<file path="src/rtl/efc_pkg.sv">
package efc_pkg;

    // Per-period edge count of one input, measured against the other input
    typedef enum logic [1:0] {
        CNT_ZERO = 2'd0,
        CNT_ONE  = 2'd1,
        CNT_TWO  = 2'd2
    } cnt_state_t;

    // Direction latch
    typedef enum logic {
        DIR_DOWN = 1'b0,
        DIR_UP   = 1'b1
    } dir_state_t;

    localparam int unsigned NUM_CHAN = 2;  // 0: unknown, 1: reference

endpackage

</file>
<file path="src/rtl/efc_sync_edge.sv">
module efc_sync_edge #(
    parameter int unsigned STAGES = 2
) (
    input  logic clk,
    input  logic rst,
    input  logic din,
    output logic rise
);
    localparam int unsigned DEPTH = STAGES + 1;  // synchronizer stages plus previous-value flop

    logic [DEPTH-1:0] pipe;

    always_ff @(posedge clk) begin
        if (rst) begin
            pipe <= '0;
        end else begin
            pipe <= {pipe[DEPTH-2:0], din};
        end
    end

    always_comb begin
        rise = pipe[STAGES-1] & ~pipe[STAGES];
    end

    // An edge pulse lasts exactly one clock
    AST_PULSE_ONE_CYCLE: assert property (@(posedge clk) disable iff (rst)
        rise |=> !rise);

endmodule

</file>
<file path="src/rtl/efc_edge_counter.sv">
module efc_edge_counter
    import efc_pkg::*;
(
    input  logic clk,
    input  logic rst,
    input  logic en,
    input  logic own_edge,
    input  logic restart_edge,
    output logic hit
);
    cnt_state_t state_q, state_d;

    // State register
    always_ff @(posedge clk) begin
        if (rst) begin
            state_q <= CNT_ZERO;
        end else begin
            state_q <= state_d;
        end
    end

    // Transitions: advance, saturate, restart
    always_comb begin
        state_d = state_q;
        if (en) begin
            if (restart_edge) begin
                state_d = own_edge ? CNT_ONE : CNT_ZERO;
            end else if (own_edge) begin
                unique case (state_q)
                    CNT_ZERO: state_d = CNT_ONE;
                    CNT_ONE:  state_d = CNT_TWO;
                    CNT_TWO:  state_d = CNT_TWO;
                    default:  state_d = CNT_ZERO;
                endcase
            end
        end
    end

    // Output: second edge within the current period
    always_comb begin
        hit = en && own_edge && (state_q == CNT_ONE);
    end

    AST_NO_WRAP: assert property (@(posedge clk) disable iff (rst)
        (en && state_q == CNT_TWO && !restart_edge) |=> state_q == CNT_TWO);

    AST_RESTART_CLEARS: assert property (@(posedge clk) disable iff (rst)
        (en && restart_edge && !own_edge) |=> state_q == CNT_ZERO);

    AST_COUNT_FROZEN: assert property (@(posedge clk) disable iff (rst)
        !en |=> $stable(state_q));

endmodule

</file>
<file path="src/rtl/efc_dir_latch.sv">
module efc_dir_latch
    import efc_pkg::*;
(
    input  logic clk,
    input  logic rst,
    input  logic en,
    input  logic set_req,
    input  logic clr_req,
    output logic dir_up
);
    dir_state_t state_q, state_d;

    // State register
    always_ff @(posedge clk) begin
        if (rst) begin
            state_q <= DIR_DOWN;
        end else begin
            state_q <= state_d;
        end
    end

    // Transitions: raise, lower, hold
    always_comb begin
        state_d = state_q;
        if (en) begin
            unique case ({set_req, clr_req})
                2'b10:   state_d = DIR_UP;
                2'b01:   state_d = DIR_DOWN;
                default: state_d = state_q;
            endcase
        end
    end

    // Output
    always_comb begin
        dir_up = (state_q == DIR_UP);
    end

    AST_RESET_DOWN: assert property (@(posedge clk)
        rst |=> !dir_up);

    AST_SET_RAISES: assert property (@(posedge clk) disable iff (rst)
        (en && set_req && !clr_req) |=> dir_up);

    AST_CLR_LOWERS: assert property (@(posedge clk) disable iff (rst)
        (en && clr_req && !set_req) |=> !dir_up);

    AST_BOTH_HOLD: assert property (@(posedge clk) disable iff (rst)
        (en && set_req && clr_req) |=> $stable(dir_up));

    AST_DIR_FROZEN: assert property (@(posedge clk) disable iff (rst)
        !en |=> $stable(dir_up));

endmodule

</file>
<file path="src/rtl/edge_freq_comparator.sv">
module edge_freq_comparator
    import efc_pkg::*;
#(
    parameter int unsigned SYNC_STAGES = 2
) (
    input  logic clk,
    input  logic rst,
    input  logic enable,
    input  logic sig_unknown,
    input  logic sig_ref,
    output logic dir_up
);
    logic [NUM_CHAN-1:0] raw_in;
    logic [NUM_CHAN-1:0] rise;
    logic [NUM_CHAN-1:0] hit;

    always_comb begin
        raw_in = {sig_ref, sig_unknown};
    end

    for (genvar g = 0; g < NUM_CHAN; g++) begin : g_chan
        efc_sync_edge #(
            .STAGES (SYNC_STAGES)
        ) u_sync (
            .clk  (clk),
            .rst  (rst),
            .din  (raw_in[g]),
            .rise (rise[g])
        );

        efc_edge_counter u_cnt (
            .clk          (clk),
            .rst          (rst),
            .en           (enable),
            .own_edge     (rise[g]),
            .restart_edge (rise[NUM_CHAN-1-g]),
            .hit          (hit[g])
        );
    end

    efc_dir_latch u_dir (
        .clk     (clk),
        .rst     (rst),
        .en      (enable),
        .set_req (hit[0]),
        .clr_req (hit[1]),
        .dir_up  (dir_up)
    );

endmodule

</file>
<file path="config.mk">
export PLATFORM = sky130hd
export DESIGN_NAME = edge_freq_comparator
export DESIGN_NICKNAME = d
export VERILOG_FILES = /design/src/rtl/efc_pkg.sv /design/src/rtl/efc_sync_edge.sv /design/src/rtl/efc_edge_counter.sv /design/src/rtl/efc_dir_latch.sv /design/src/rtl/edge_freq_comparator.sv
export SDC_FILE = /design/constraint.sdc
export NUM_CORES = 1
export LEC_CHECK = 0
export BUFFER_PORTS_ARGS = -buffer_cell sky130_fd_sc_hd__buf_2
export CORE_AREA = 3 3 40 42
export DETAILED_ROUTE_END_ITERATION = 7
export DIE_AREA = 0 0 43 45
export HOLD_SLACK_MARGIN = 0.03
export PLACE_DENSITY = 0.56
export SYNTH_ARGS = -nofsm -noshare
export SYNTH_HDL_FRONTEND = slang
export SYNTH_HIERARCHICAL = 1
export SYNTH_SLANG_ARGS = --single-unit
</file>
<file path="constraint.sdc">
create_clock -name clk -period 1.6 [get_ports clk]
set_input_delay 0.32 -clock clk [delete_from_list [all_inputs] [get_ports clk]]
set_output_delay 0.32 -clock clk [all_outputs]
set_load 0.05 [all_outputs]
</file>
==> qor.yml <==
timing:
  finalHoldViolations: 0
  fin_crit_ns: 1.435
  grt_setup_unrepaired: "false"
  slew_headroom_pct: 81.45
  worst_clock_skew_ns: 0.002087
  fmax_mhz: 696.9
  setup_tns_ns: 0
  slew_violations: 0
  fin_crit_sh_pct: 89.68
  worst_pin_slew_ns: 0.2783
  finalSetupViolCount: 0
cts:
  cts_root_buf: "clkbuf_4"
  cts_buffers: 3
  cts_resized: 0
  cts_tree: "built"
  cts_max_path_buffers: 2
  clkSinkCount: 11
  clk_latency_ns: 0.26
  htreeDepth: 1
  cts_hold_buf: 0
  clk_pin_slew_ns: 0.07
  postCtsSetupBuffers: 0
critical_path:
  cpPeakStageDelay_ns: 0.34
  critical_path.slowest_cell: "dfxtp_1"
  cp-start-kind: "flip-flop"
  critPathKind: "flip-flop to flip-flop"
  cp-end-kind: "flip-flop"
  crit_fanout: 2
  arrival_ns: 1.63
  crit_required_ns: 1.79
  crit_top_cell: "ha_1"
  crit_chain: "inv_1 -> ha_1 -> and3_1 -> ha_1 -> and3b_1 -> a211oi_2"
routing:
  firstDrtPassIters: 2
  drc_errors: 0
  drt_wl_total_um: 760
  vias_per_cell: 4.613
  first_iter_violations: 2
  drtAntennaViolNets: 0
  vias: 346
  avgRoutedWirePerCell_um: 10.13
placement:
  place_hpwl_um: 563.2
  io_buffer_count: 5
  place.gp.congestion: 0.6516
yosys:
  syn_area_per_cell_um2: 10.67
  synth-seq-cells: 11
  synth_area_um2: 523.0
  synth_warnings: 6
  yosysSeqAreaShare_pct: 42.11
  synthCells: 49
  synth.largest_area_cell: "dfxtp_1"
  synth_cell_types: 13
  synth_top_area_share_pct: 42.11
  synth_area_leaders: "dfxtp_1 42%, ha_1 12%, o22ai_2 9.6%"
  synth_nets: 59
power_and_ir_drop:
  ir_worst_vdd_uv: 391.3
  p_total_uw: 513.6
  power.leakage_uw: 0.0002439
  power_per_cell_area_nw_per_um2: 844.7
grt:
  grtUsageTotal_pct: 9.273
  grt_pass1_vias: 298
  antenna_found_initial: 0
  grt_max_degree: 16
  grt_pass1_wl_um: 1311
  grt-ovfl-total: 0
finish:
  drive_gt1_share_pct: 28.33
  diodes: 0
  finish.utilization_pct: 47.32
  finalNetCount: 71
  syn2layout_area_growth_pct: 16.27
die:
  start_util_pct: 40.70
  fp.dieH_um: 45
  chipWidth_um: 43
  die_area_um2: 1935
  core_area_um2: 1285
  ios: 6
  rows: 13
flow_run:
  maxCapViolations: 0
status:
  status: "completed"
worst_hold_path:
  hold_path_class: "primary input to flip-flop"
critical path, delay by kind of cell, from the launching register on:
kind / cells / cell delay, ns
AO/OA/AOI/OAI: 1 / 0.17
adder cells (fa/ha/maj): 2 / 0.43
buffers and inverters: 1 / 0.06
flip-flops: 1 / 0.34
AND/OR/NAND/NOR: 2 / 0.35
state kept, by name, indices dropped and copies added, names as in the netlist:
register	flops
g_chan.u_cnt/state_q	4
g_chan.u_sync/pipe	6
u_dir/dir_up	1
cells in the mapped netlist:
cell	count
a211oi_2	1
and3_1	2
and3b_1	1
dfxtp_1	11
ha_1	5
inv_1	6
nand2b_1	5
nand4b_1	2
nor2b_1	6
nor2b_2	2
o211ai_1	2
o21a_1	2
o22ai_2	4
metrics by stage:
stage,setup slack [ns],instance area (um2),cells,hold slack (ns)
floorplan,0.2034,523.0,49,0.3846
global placement,0.1798,581.8,71,0.4195
detailed placement,0.1721,581.8,71,0.4274
CTS,0.1544,608.1,75,0.2516
global route,0.08364,608.1,75,0.2701
finish,0.1650,608.1,75,0.2608
worst paths after layout:
check / startpoint / endpoint / slack (ns) / depth (start not counted)
worst max-delay path: g_chan[1].u_cnt/state_q[1] / u_dir/dir_up / 0.17 / 6
worst max register to register: g_chan[1].u_cnt/state_q[1] / u_dir/dir_up / 0.17 / 6
worst min-delay path: sig_ref / g_chan[1].u_sync/pipe[0] / 0.26 / 2
worst min register to register: g_chan[0].u_sync/pipe[0] / g_chan[0].u_sync/pipe[1] / 0.44 / 1
final cells by class:
cell class	count	area [um2]
clock buffers	4	26.28
fillers	123	676.9
multi-input cells	32	280.3
repair buffers	7	40.04
inverters	6	22.52
well taps	15	18.77
flip-flops and latches	11	220.2
layer usage:
metal | up-vias | track usage (%) | share of wire (%)
met1 | 150 | 14.36 | 56
met3 | 0 | 2.789 | 4.7
met5 | - | 0 | 0
met2 | 6 | 10.78 | 39
li1 | 190 | - | -
met4 | 0 | 5.422 | 0
where the power goes:
part	switching (uW)	total, uW	internal [uW]
registers	3.26	285	282
logic	20.4	39.6	19.2
clock network	92.7	189	96.4
cell families (layout without fill, tap and decap cells):
| logic type | after synthesis | after routing | share of synthesized area [%] |
|---|---|---|---|
| AOI/OAI and AO/OA | 9 | 9 | 17.70 |
| adders and majority gates | 5 | 5 | 11.96 |
| buffers and inverters | 6 | 17 | 4.306 |
| DFF | 11 | 11 | 42.11 |
| and+or+nand+nor | 18 | 18 | 23.93 |
placed cells by master (no fill, tap or decap):
cell,n
buf_4,2
clkbuf_1,1
and3b_1,1
a211oi_2,1
buf_2,5
and3_1,2
nor2b_1,6
inv_1,6
nand4b_1,2
o211ai_1,2
dfxtp_1,11
nor2b_2,2
ha_1,5
nand2b_1,5
clkbuf_4,3
o22ai_2,4
o21a_1,2
No activity file was read; power rests on OpenSTA's default activity.
